--- config.mk ---
export PLATFORM = sky130hd
export DESIGN_NAME = wp_guard
export DESIGN_NICKNAME = d
export VERILOG_FILES = /design/src/rtl/wg_pkg.sv /design/src/rtl/wg_frame.sv /design/src/rtl/wg_fence.sv /design/src/rtl/wg_state.sv /design/src/rtl/wp_guard.sv
export SDC_FILE = /design/constraint.sdc
export NUM_CORES = 1
export LEC_CHECK = 0
export BUFFER_PORTS_ARGS = -buffer_cell sky130_fd_sc_hd__buf_2
export CAP_MARGIN = 20
export CORE_AREA = 5 5 47 49
export CTS_BUF_LIST = sky130_fd_sc_hd__clkbuf_16
export DETAILED_ROUTE_END_ITERATION = 10
export DIE_AREA = 0 0 52 54
export PLACE_DENSITY_LB_ADDON = 0.12
export SLEW_MARGIN = 15
export SYNTH_ARGS = -nofsm -noshare
export SYNTH_HDL_FRONTEND = slang
export SYNTH_SLANG_ARGS = --single-unit
--- constraint.sdc ---
create_clock -name clk -period 2.38 [get_ports clk]
set_clock_uncertainty 0.15 [all_clocks]
set_input_delay 0 -clock clk [delete_from_list [all_inputs] [get_ports clk]]
set_output_delay 0 -clock clk [all_outputs]
set_load 0.02 [all_outputs]
--- src/rtl/wg_pkg.sv ---
package wg_pkg;
  localparam int BYTE_W = 8;
  localparam int OP_W   = 3;

  typedef enum logic [OP_W-1:0] {
    OP_NONE  = 3'd0,
    OP_WREN  = 3'd1,
    OP_WRDI  = 3'd2,
    OP_WRITE = 3'd3,
    OP_WRSR  = 3'd4
  } wg_op_e;

  typedef enum logic [1:0] {
    FK_NONE   = 2'd0,
    FK_ARRAY  = 2'd1,
    FK_STATUS = 2'd2
  } wg_kind_e;
endpackage

--- src/rtl/wg_frame.sv ---
module wg_frame
  import wg_pkg::*;
#(
  parameter int ADDR_W = 9
) (
  input  logic              clk,
  input  logic              rst,
  input  logic              cs_n,
  input  logic              busy,
  input  logic              cmd_stb,
  input  wg_op_e            cmd_op,
  input  logic [ADDR_W-1:0] cmd_addr,
  input  logic              byte_stb,
  input  logic [1:0]        byte_bits,
  output logic              frame_end,
  output logic              wrdi_evt,
  output wg_kind_e          kind,
  output logic              has_data,
  output logic              en_req,
  output logic [ADDR_W-1:0] waddr,
  output logic [1:0]        sbits
);
  logic     cs_q;
  logic     accept;
  wg_kind_e kind_q;
  logic     has_q, en_q;
  logic [ADDR_W-1:0] addr_q;
  logic [1:0] sbits_q;

  assign frame_end = cs_n & ~cs_q;
  assign accept    = ~cs_n & ~busy;
  assign wrdi_evt  = accept & cmd_stb & (cmd_op == OP_WRDI);

  always_ff @(posedge clk) begin
    if (rst) begin
      cs_q    <= 1'b1;
      kind_q  <= FK_NONE;
      has_q   <= 1'b0;
      en_q    <= 1'b0;
      addr_q  <= '0;
      sbits_q <= '0;
    end else begin
      cs_q <= cs_n;
      if (frame_end) begin
        kind_q <= FK_NONE;
        has_q  <= 1'b0;
        en_q   <= 1'b0;
      end else if (accept) begin
        if (cmd_stb) begin
          case (cmd_op)
            OP_WREN:  en_q <= 1'b1;
            OP_WRDI:  en_q <= 1'b0;
            OP_WRITE: begin
              kind_q <= FK_ARRAY;
              addr_q <= cmd_addr;
              has_q  <= 1'b0;
            end
            OP_WRSR: begin
              kind_q <= FK_STATUS;
              has_q  <= 1'b0;
            end
            default: ;
          endcase
        end else if (byte_stb && kind_q != FK_NONE) begin
          has_q   <= 1'b1;
          sbits_q <= byte_bits;
        end
      end
    end
  end

  assign kind     = kind_q;
  assign has_data = has_q;
  assign en_req   = en_q;
  assign waddr    = addr_q;
  assign sbits    = sbits_q;

  // a frame's contents are frozen while a write cycle runs
  a_r9_busy_freezes_frame: assert property (@(posedge clk) disable iff (rst)
    busy && !frame_end |=> $stable(kind_q) && $stable(en_q) && $stable(has_q));
endmodule

--- src/rtl/wg_fence.sv ---
module wg_fence #(
  parameter int ADDR_W = 9
) (
  input  logic [1:0]        bp,
  input  logic [ADDR_W-1:0] addr,
  output logic              hit
);
  localparam int TOP_W = 2;
  logic [TOP_W-1:0] top_bits;

  generate
    if (ADDR_W >= TOP_W) begin : g_wide
      assign top_bits = addr[ADDR_W-1 -: TOP_W];
    end else begin : g_narrow
      assign top_bits = {addr[ADDR_W-1], addr[ADDR_W-1]};
    end
  endgenerate

  always_comb begin
    case (bp)
      2'b01:   hit = (top_bits == 2'b11);
      2'b10:   hit = top_bits[TOP_W-1];
      2'b11:   hit = 1'b1;
      default: hit = 1'b0;
    endcase
  end
endmodule

--- src/rtl/wg_state.sv ---
module wg_state
  import wg_pkg::*;
#(
  parameter logic [1:0] BP_INIT = 2'b00
) (
  input  logic       clk,
  input  logic       rst,
  input  logic       wp_n,
  input  logic       frame_end,
  input  logic       wrdi_evt,
  input  wg_kind_e   kind,
  input  logic       has_data,
  input  logic       en_req,
  input  logic [1:0] sbits,
  input  logic       fence_hit,
  input  logic       cycle_done,
  output logic       wel,
  output logic       busy,
  output logic [1:0] bp,
  output logic       grant
);
  logic       wel_q, busy_q, grant_q, sts_pend_q;
  logic [1:0] bp_next_q;
  logic [1:0] bp_q = BP_INIT;
  logic       may_write, grant_d, finish;

  assign may_write = wel_q & wp_n & ~busy_q & has_data;
  assign grant_d   = frame_end & may_write &
                     ((kind == FK_ARRAY && !fence_hit) || kind == FK_STATUS);
  assign finish    = cycle_done & busy_q;

  always_ff @(posedge clk) begin
    if (rst) begin
      wel_q      <= 1'b0;
      busy_q     <= 1'b0;
      grant_q    <= 1'b0;
      sts_pend_q <= 1'b0;
      bp_next_q  <= '0;
    end else begin
      grant_q <= grant_d;
      if (grant_d) begin
        busy_q     <= 1'b1;
        sts_pend_q <= (kind == FK_STATUS);
        bp_next_q  <= sbits;
      end else if (finish) begin
        busy_q     <= 1'b0;
        sts_pend_q <= 1'b0;
      end
      if (!wp_n)                                wel_q <= 1'b0;
      else if (finish)                          wel_q <= 1'b0;
      else if (wrdi_evt)                        wel_q <= 1'b0;
      else if (frame_end && en_req && !busy_q)  wel_q <= 1'b1;
    end
  end

  always_ff @(posedge clk) begin
    if (!rst && finish && sts_pend_q) bp_q <= bp_next_q;
  end

  assign wel   = wel_q;
  assign busy  = busy_q;
  assign bp    = bp_q;
  assign grant = grant_q;

  // protect pin low empties the latch by the next edge
  a_r4_wp_clears_latch: assert property (@(posedge clk) disable iff (rst)
    !wp_n |=> !wel_q);
  // done pulse ends busy and drops the latch
  a_r8_done_clears: assert property (@(posedge clk) disable iff (rst)
    cycle_done && busy_q |=> !busy_q && !wel_q);
  // latch only rises at a frame end
  a_r2_latch_rises_at_frame_end: assert property (@(posedge clk) disable iff (rst)
    $rose(wel_q) |-> $past(frame_end) && $past(en_req));
  // a grant needs the latch and the pin high one edge before
  a_r7_grant_needs_latch: assert property (@(posedge clk) disable iff (rst)
    grant_q |-> $past(wel_q) && $past(wp_n) && !$past(busy_q));
  // protect bits move only at completion of a status write
  a_r5_bp_moves_at_done: assert property (@(posedge clk) disable iff (rst)
    !$stable(bp_q) |-> $past(cycle_done) && $past(busy_q));
endmodule

--- src/rtl/wp_guard.sv ---
module wp_guard
  import wg_pkg::*;
#(
  parameter int         ADDR_W  = 9,
  parameter logic [1:0] BP_INIT = 2'b00
) (
  input  logic              clk,
  input  logic              rst,
  input  logic              cs_n,
  input  logic              wp_n,
  input  logic              cmd_stb,
  input  logic [2:0]        cmd_op,
  input  logic [ADDR_W-1:0] cmd_addr,
  input  logic              byte_stb,
  input  logic [7:0]        byte_data,
  input  logic              cycle_done,
  output logic              grant_o,
  output logic [7:0]        status_o
);
  localparam logic [3:0] HIGH_ONES = 4'hF;

  logic              frame_end, wrdi_evt, has_data, en_req, fence_hit;
  logic              wel, busy, grant;
  wg_kind_e          kind;
  logic [ADDR_W-1:0] waddr;
  logic [1:0]        sbits, bp;
  logic              unused_bits;

  assign unused_bits = ^{byte_data[7:4], byte_data[1:0]};

  wg_frame #(.ADDR_W(ADDR_W)) u_frame (
    .clk(clk), .rst(rst), .cs_n(cs_n), .busy(busy),
    .cmd_stb(cmd_stb), .cmd_op(wg_op_e'(cmd_op)), .cmd_addr(cmd_addr),
    .byte_stb(byte_stb), .byte_bits(byte_data[3:2]),
    .frame_end(frame_end), .wrdi_evt(wrdi_evt), .kind(kind),
    .has_data(has_data), .en_req(en_req), .waddr(waddr), .sbits(sbits)
  );

  wg_fence #(.ADDR_W(ADDR_W)) u_fence (
    .bp(bp), .addr(waddr), .hit(fence_hit)
  );

  wg_state #(.BP_INIT(BP_INIT)) u_state (
    .clk(clk), .rst(rst), .wp_n(wp_n), .frame_end(frame_end),
    .wrdi_evt(wrdi_evt), .kind(kind), .has_data(has_data), .en_req(en_req),
    .sbits(sbits), .fence_hit(fence_hit), .cycle_done(cycle_done),
    .wel(wel), .busy(busy), .bp(bp), .grant(grant)
  );

  assign grant_o  = grant;
  assign status_o = {HIGH_ONES, bp, wel, busy};

  // a fenced array write is never granted
  a_r6_fenced_no_grant: assert property (@(posedge clk) disable iff (rst)
    grant_o |-> !($past(fence_hit) && $past(kind) == FK_ARRAY));
  // grant follows a chip-select rise seen on the previous edge
  a_r7_grant_after_cs_rise: assert property (@(posedge clk) disable iff (rst)
    grant_o |-> $past(cs_n) && !$past(cs_n, 2));
  // grant is a single-cycle pulse
  a_r7_grant_one_cycle: assert property (@(posedge clk) disable iff (rst)
    grant_o |=> !grant_o);
endmodule

# ---- Yosys cells after proc, flatten, opt, wreduce, memory -nomap -nowiden
# Index checks and enable logic that the tools add are counted.
dict set report word_totals {
  ff_bits 24
  out_inout_bits 9
  wordCells 71
}
dict set report op_classes {
  n_eq_ne 11
  n_mux 9
  bitwise_logic 16
  n_reduce_logical 23
}
# cell n
set ops {}
lappend ops {{bitwise AND 1 bit} 10}
lappend ops {{nonzero test 2 bit} 5}
lappend ops {{AND reduction 3 bit} 3}
lappend ops {{equality test 2 bit, second input constant} 4}
lappend ops {{AND reduction 4 bit} 2}
lappend ops {{equality test 3 x 2 -> 1 bit, second input constant} 2}
lappend ops {{logical AND 1 bit} 6}
lappend ops {{2-to-1 mux 1 bit} 6}
lappend ops {{NOT 1 bit} 6}
lappend ops {{equality test 2 x 1 -> 1 bit, second input constant} 2}
lappend ops {{case mux 2 bit (2 select lines)} 1}
lappend ops {{OR reduction 2 bit} 2}
lappend ops {{OR reduction 4 bit} 1}
lappend ops {{equality test 3 x 1 -> 1 bit, second input constant} 1}
lappend ops {{equality test 3 bit, second input constant} 1}
lappend ops {{zero test 1 bit} 3}
lappend ops {{case mux 1 bit (3 select lines)} 1}
lappend ops {{inequality test 2 bit, second input constant} 1}
lappend ops {{case mux 1 bit (2 select lines)} 1}
lappend ops {{logical OR 1 bit} 1}

# ---- Logic depth before layout (Yosys ltp)
# Gate-level depths: netlist (run 1).
dict set report depth {
  ltp_word 7
  ltp_mapped 4
  ltp_nobuf 4
}

# ---- Cells and area by module
# Synthesis (run 1) repeated with hierarchy kept, for this count alone.
dict set report unflattened {
  cells_unflattened 123
  hier_area_um2 1207.4
}
# mod instances cells_each area_per_inst_um2
set by_module_without_submodules {}
lappend by_module_without_submodules {wg_frame 1 78 772.0}
lappend by_module_without_submodules {wg_state 1 35 372.9}
lappend by_module_without_submodules {wp_guard 1 7 48.8}
lappend by_module_without_submodules {wg_fence 1 3 13.8}

# ---- Worst setup path after synthesis (run 1)
# Ideal clock, no wire load.
dict set report synth_path {
  path_type {register to register}
  from {reg u_state.bp_q[0], in the netlist u_state.bp[0]}
  to {reg u_state.bp_next_q[0]}
  setup_ns 0.072
  arrival_time_ns 1.482
  setup_slack_ns 0.676
  path_stages_with_launch 5
  path_buffers 0
  cell_sequence {edfxtp_1 a21o_1 a221o_1 a21oi_1 mux2i_1}
}
dict set report synth_between {
  elab_chain_cells 6
  elab_cells_between_ends 8
  classes_between {eq/ne: 3; mux: 1; bitwise: 1; reduce/logical: 3}
}
# element line
set synth_lines {}
lappend synth_lines {{start, declared} wg_state.sv:24} ;# logic [1:0] bp_q = BP_INIT;
lappend synth_lines {{start signal, assigned} wg_state.sv:57} ;# if (!rst && finish && sts_pend_q) bp_q <= bp_next_q;
lappend synth_lines {{equality test 2 bit or equality test 2 x 1 -> 1 bit (tied branches)} wg_fence.sv:20} ;# case (bp)
lappend synth_lines {{case mux 1 bit (3 select lines) *} wg_fence.sv:20}
lappend synth_lines {{zero test 1 bit *} wg_state.sv:29} ;# ((kind == FK_ARRAY && !fence_hit) || kind == FK_STATUS);
lappend synth_lines {{logical AND 1 bit *} wg_state.sv:29}
lappend synth_lines {{logical OR 1 bit *} wg_state.sv:29}
lappend synth_lines {{bitwise AND 1 bit *} wg_state.sv:28} ;# assign grant_d = frame_end & may_write &
lappend synth_lines {{end signal, assigned} wg_state.sv:44} ;# bp_next_q <= sbits;
lappend synth_lines {{end, declared} wg_state.sv:23} ;# logic [1:0] bp_next_q;
# Mark *: on every way between the ends. The rest lies on a longest branch, timed or not.
# A chain may end at the register's enable or synchronous reset.

# ---- Worst setup path in the final report (run 1)
dict set report layout_path {
  from {in cs_n}
  to {reg u_frame.addr_q[7], in the netlist u_frame.waddr[7]}
}
dict set report layout_between {
  elab_chain_cells 3
  elab_cells_between_ends 5
  classes_between {bitwise: 4; reduce/logical: 1}
}
# element line
set layout_lines {}
lappend layout_lines {{start, declared} wp_guard.sv:9} ;# input logic cs_n,
lappend layout_lines {{bitwise AND 1 bit or NOT 1 bit (tied branches)} {wg_frame.sv:30, wg_frame.sv:31}}
lappend layout_lines {{NOT 1 bit (no line) or bitwise AND 1 bit (tied branches)} -}
lappend layout_lines {{AND reduction 4 bit (no line) *} -}
lappend layout_lines {{end signal, assigned} wg_frame.sv:55} ;# addr_q <= cmd_addr;
lappend layout_lines {{end, declared} wg_frame.sv:27} ;# logic [ADDR_W-1:0] addr_q;
# Marked as above.

==> key figures, run 1 <==
Critical path
  • Worst setup EP type: flop
  • Startpoint Class: input pin
  • Buf/Inv on CP: 3
  • Crit-path cells: dlygate4sd3_1 > buf_2 > or3b_2 > nor2b_2 > mux2i_1 > nor2_1 > dlygate4sd3_1
  • CP dominant cell by count: dlygate4sd3_1
  • Max FO, Critical Path: 5
  • R2R Setup Slk: about 200 ps
  • Max stage delay on crit path: ~550 ps
  • CP Class: input pin to flop
  • Critical path data arrival time: roughly 2200 ps
  • CP required: roughly 2400 ps
  • Slowest CP cell: dlygate4sd3_1
  • Delay-heaviest family, CP: buffers and inverters

Yosys
  • EDFF count, synth: 2
  • FFs w/ async S/R, synth: 0
  • Most used DFF post-synth: dfxtp_1
  • Avg Inst Size Synth: 9.33 µm²
  • Post-Synthesis Cells: between 80 and 90
  • Syn Std Cell Area: 802 µm²
  • Synth top area share: 0.374
  • Yosys warns: 0
  • Synth cell count leaders: dfxtp_1 (15), nand2_1 (8), a21oi_1 (7)
  • Count leader, synth: dfxtp_1
  • Leading post-synthesis cells by cell area: dfxtp_1 (37%), mux2i_1 (7.5%), edfxtp_1 (7.5%)
  • Area leader, netlist: dfxtp_1
  • Yosys reg bits: 17
  • Sequential fraction of the synthesis area: 0.449
  • Yosys cell types: 31

Routing
  • Wire per inst: ~11 µm
  • Vias per std cell: 4.69
  • Via count: around 690
  • WL final: 1.66 mm
  • Initial DRC count: 7
  • DRC errors left: 0
  • Post-route ant nets: 0
  • Total iterations of the first detailed-routing run: 4

GRT
  • Gr usage total: 0.134
  • Grt ovf: 0
  • Largest net degree at the start of global routing: 10
  • First-pass GRT wire length: around 2.6 mm
  • Initial antenna violation count: 0
  • Vias in the first global route: roughly 620

Clocking
  • CTS tree: built
  • Bufs on Longest Clock Path: 2
  • Total CTS buffers: 3
  • CTS sink count: 17
  • Clock root cell: clkbuf_16
  • Setup bufs post-CTS: 0
  • Clk Latency, worst-skew pair: about 240 ps
  • Clock-pin slew on the worst setup and hold paths: around 50 ps
  • Max H-tree Level: 1

Placement
  • Gpl congestion: 0.773
  • Number of port buffers: 18
  • Hpwl dp: approximately 1.2 mm

Die
  • Core Region: about 0.0018 mm²
  • Die width: about 52 µm
  • Top Ports: 36
  • Initial Util: 0.440
  • Row cnt: 16
  • Die Y: roughly 54 µm
  • Die ar.: about 0.0028 mm²

Pwr
  • Sequential Power Share: 0.437
  • Combinational power share: 0.082
  • Clock share of power: 0.480
  • Power Dens Cells: 604 mW/mm²
  • Max IR drop VDD: roughly 0.56 mV
  • Pint: 0.544 mW
  • Switching share of power: 0.196
  • Psw: around 0.13 mW
  • Static Leak: 0.443 nW

Layout
  • Filler Cells Inserted: 158
  • Ant diodes: 0
  • Synth-to-layout area growth: 39.6%
  • Final #Nets: 147
  • Share of cells above drive strength 1: 0.210
  • Fin util: 0.615

Timing
  • Tcrit/Tclk final: 0.928
  • # setup viols final: 0
  • Hold Fails Final Rpt: 0
  • Slew Limit Fails: 0
  • RSZ-0062 raised after global routing: no
  • Shortest period the worst path allows: roughly 2200 ps
  • Fmax: 0.453 GHz
  • Setup_tns: 0 ps

Min path
  • HP Class: input pin to flop

Outcome
  • Status: finished, final reports clean

Run
  • Max Cap Viol: 0
flip-flops by register name, indices dropped and copies added (netlist names):
register,cells
u_state.bp,2
u_frame.sbits,2
u_frame.en_req,1
u_state.sts_pend_q,1
u_state.bp_next_q,2
u_frame.waddr,2
u_frame.has_data,1
u_state.busy,1
u_state.grant,1
u_frame.cs_q,1
u_state.wel,1
u_frame.kind,2
tightest hold or removal path, stage by stage:
cell and delay, ps:
buf_2 90, nor4b_1 50, o21a_1 150, inv_1 70
a21oi_1 50
what timing repair did:
item	in CTS	in global routing
gates resized for setup	0	1
hold buffers	15	0
endpoints found under the setup margin	0	1
hold endpoints to repair	11	0
stage by stage:
step,setup slack [ps],power (mW),std cells,hold WS [ps],area (µm²)
after floorplan,676,0.331,89,-56.6,813
after detailed placement,650,0.344,127,94.1,888
after global routing,85.1,0.704,146,82.2,1120
final,172,0.677,146,58.1,1120
after global placement,655,0.344,127,85.5,888
after CTS,88.4,0.684,146,59.0,1120
power groups by stage:
stage	Sequential [mW]	Combinational (mW)	Clock, mW
3_3_place_gp	0.301	0.0422	0
5_1_grt	0.296	0.0612	0.347
6_report	0.296	0.0558	0.325
2_1_floorplan	0.301	0.0300	0
4_1_cts	0.296	0.0549	0.333
3_5_place_dp	0.302	0.0427	0
placed cells by master (no fill, tap or decap), types with 3 or more instances in the layout:
cell and instances:
buf_2 18, o21ai_0 3, dlygate4sd3_1 15, nor2_1 5, dfxtp_1 15, mux2i_1 6, a21oi_1 7, clkbuf_16 3
conb_1 4, nand2b_1 3, nand2_1 8, inv_1 4
final cells by class:
cell class,instances,area (µm²),share of cell area
Inverter,4,15.0,0.0134
Clock buffer,3,75.1,0.0670
Multi-Input combinational cell,61,392,0.350
Tap cell,27,33.8,0.0302
Sequential cell,17,360,0.322
Clock inverter,1,3.75,0.00335
Timing Repair Buffer,33,240,0.215
metal layers:
layer | track usage | part of all wire | up-vias
met4 | 0.0786 | 0.021 | 0
met3 | 0.0526 | 0.062 | 4
met1 | 0.150 | 0.46 | 298
met2 | 0.215 | 0.46 | 19
li1 | - | - | 364
met5 | 0 | 0 | -
final timing paths:
| kind | from | to | depth (start not counted) |
|---|---|---|---|
| worst min-delay path | cmd_stb | u_frame.has_data | 5 |
| worst min register to register | u_state.bp_next_q[1] | u_state.bp[1] | 0 |
| worst max register to register | u_state.busy | u_frame.waddr[7] | 5 |
| worst max-delay path | cs_n | u_frame.waddr[7] | 7 |
kinds of logic after synthesis:
logic type      after synthesis  share of synthesized area
compound gates               20                      0.165
buf+inv                      11                     0.0795
flops                        17                      0.449
mux                           6                     0.0749
other cells                   1                    0.00468
simple gates                 31                      0.226
No activity file was read; power rests on OpenSTA's default activity.
==> inputs of run 2 (changes only) <==
CORE_AREA = 5 5 53 55   (was 5 5 47 49)
DIE_AREA = 0 0 58 60   (was 0 0 52 54)
SYNTH_HIERARCHICAL = 1   (was not set)
==> run 2 against run 1 <==
Net effect: setup slack better by 150 ps; first-iteration DRC count is 100% higher; fmax is 7.1% higher; utilization is 11 points lower; area after synthesis is 13% higher; design area is 4.9% higher; worst hold slack worse by 41 ps; die area is 24% higher; sequential power hardly changed; wire length is 11% higher; via count is 3.6% higher; highest routed layer unchanged.
==> key figures, run 2 <==
Outcome
  • Status: finished, final reports clean

GRT
  • Grt ovf: 0
  • Largest net degree at the start of global routing: 21
  • First-pass GRT wire length: between 3 and 4 mm
  • Gr usage total: 0.119
  • Initial antenna violation count: 0
  • Vias in the first global route: 664

Timing
  • Setup_tns: 0 ps
  • Shortest period the worst path allows: between 2000 and 2500 ps
  • Slew Limit Fails: 0
  • Tcrit/Tclk final: 0.866
  • Fmax: approximately 0.49 GHz
  • Min Hold Slack: about 17 ps
  • RSZ-0062 raised after global routing: no
  • Hold Fails Final Rpt: 0
  • # setup viols final: 0

Die
  • Die Y: ~60 µm
  • Die width: 58 µm
  • Top Ports: 36
  • Die ar.: roughly 0.0035 mm²
  • Row cnt: 18
  • Core Region: 0.00234 mm²
  • Initial Util: 0.388

Routing
  • Routed length on met3: roughly 140 µm
  • M1 wire length: 846 µm
  • Max Used Layer: met4
  • Wire per inst: roughly 12 µm
  • Met2 wire length: ~840 µm
  • Total iterations of the first detailed-routing run: 4
  • WL final: about 1.8 mm
  • DRC errors left: 0
  • Vias per std cell: 4.67
  • Via count: 710
  • Post-route ant nets: 0
  • Initial DRC count: 14

Clocking
  • Bufs on Longest Clock Path: 2
  • CTS tree: built
  • CTS sink count: 17
  • Cts repair resizes: 0
  • Total CTS buffers: 3
  • Clock root cell: clkbuf_16
  • Clk Latency, worst-skew pair: ~250 ps
  • Max H-tree Level: 1
  • Clock-pin slew on the worst setup and hold paths: ~50 ps

Critical path
  • Max stage delay on crit path: approximately 560 ps
  • Crit-path cells: dlygate4sd3_1 > buf_2 > nor2b_1 > and4_4 > o211ai_1 > a21oi_1 > dlygate4sd3_1
  • RR Startpoint: u_state/bp[0]
  • Startpoint Class: input pin
  • Critical path data arrival time: between 2000 and 2500 ps
  • Worst setup EP type: flop
  • R2R Path End: u_state/busy
  • Slowest CP cell: dlygate4sd3_1
  • CP dominant cell by count: dlygate4sd3_1
  • R2R Setup Slk: about 440 ps
  • CP required: about 2400 ps
  • R2r worst-path depth: 6
  • Max FO, Critical Path: 5
  • CP Class: input pin to flop

Layout
  • Share of cells above drive strength 1: 0.270
  • Final #Nets: 150
  • Ant diodes: 0
  • Filler Cells Inserted: about 240
  • Synth-to-layout area growth: 29.2%
  • Most frequent cells in the layout: buf_2 (18), dfxtp_1 (15), nand2b_1 (13), dlygate4sd3_1 (11), nor2_1 (7)
  • Most common cell after layout, fill and taps aside: buf_2
  • Layout Cells excl Fill: 152

Placement
  • Gpl congestion: 0.756
  • Inst Count DP: 137
  • Number of port buffers: 18
  • Hpwl dp: approximately 1.3 mm

Min path
  • Hold path startpoint: cmd_op[2]
  • HP Class: input pin to flop
  • Min-Delay Endpoint: u_frame/en_req
  • WHS Path Cells: 4

Pwr
  • Pwr Total: slightly below 0.7 mW
  • Max IR drop VDD: about 0.53 mV
  • Static Leak: 0.456 nW
  • Power Dens Cells: slightly below 600 mW/mm²

Yosys
  • Post-Synthesis Cells: between 90 and 100
  • Syn Std Cell Area: ~900 µm²
  • Avg Inst Size Synth: 9.57 µm²
  • Yosys warns: 6

Run
  • Max Cap Viol: 0
run 2: metal layers:
layer,global-route usage,vias up
met3,0.0518,2
met4,0.0497,0
li1,-,375
met5,0,-
met2,0.195,18
met1,0.136,315
run 2: timing repair:
item | 4_1_cts | 5_1_grt
hold buffers | 11 | 0
buffers inserted | 0 | 0
endpoints found under the hold margin | 12 | 0
run 2: critical path, delay by kind of cell:
family / cells / cell delay [ps]
AND/OR/NAND/NOR: 2 / 590
AO/OA/AOI/OAI: 2 / 260
buffers and inverters: 3 / 1250
run 2: worst max-delay path by stage:
stage          cells past startpoint     startpoint                   end
2_1_floorplan                      5  u_state/bp[0]  u_state/bp_next_q[0]
3_3_place_gp                       4   u_frame/cs_q    u_state/sts_pend_q
3_5_place_dp                       5  u_state/bp[0]  u_state/bp_next_q[0]
4_1_cts                            7           cs_n          u_state/busy
5_1_grt                            7           cs_n          u_state/busy
6_report                           7           cs_n          u_state/busy
run 2: stage by stage:
step	area, µm²	setup WS, ps	util
6_report	1170	319	0.502
5_1_grt	1170	194	0.502
4_1_cts	1170	388	0.502
3_5_place_dp	985	865	0.420
3_3_place_gp	985	860	0.420
2_1_floorplan	921	856	-
run 2: cell type report:
type                    count  area (µm²)  share of cell area
repair buffers             29         200               0.170
inverters                   4        15.0              0.0128
clock buffers               3        75.1              0.0639
flip-flops and latches     17         360               0.307
multi-input cells          68         482               0.410
well taps                  30        37.5              0.0319
clock inverters             1        5.00             0.00426
run 2: report_power, final:
part / total, mW / internal, mW / switching [mW]
combinational: 0.0606 / 0.0312 / 0.0294
sequential: 0.293 / 0.292 / 0.00149
clock: 0.335 / 0.225 / 0.111
total: 0.689 / 0.548 / 0.142
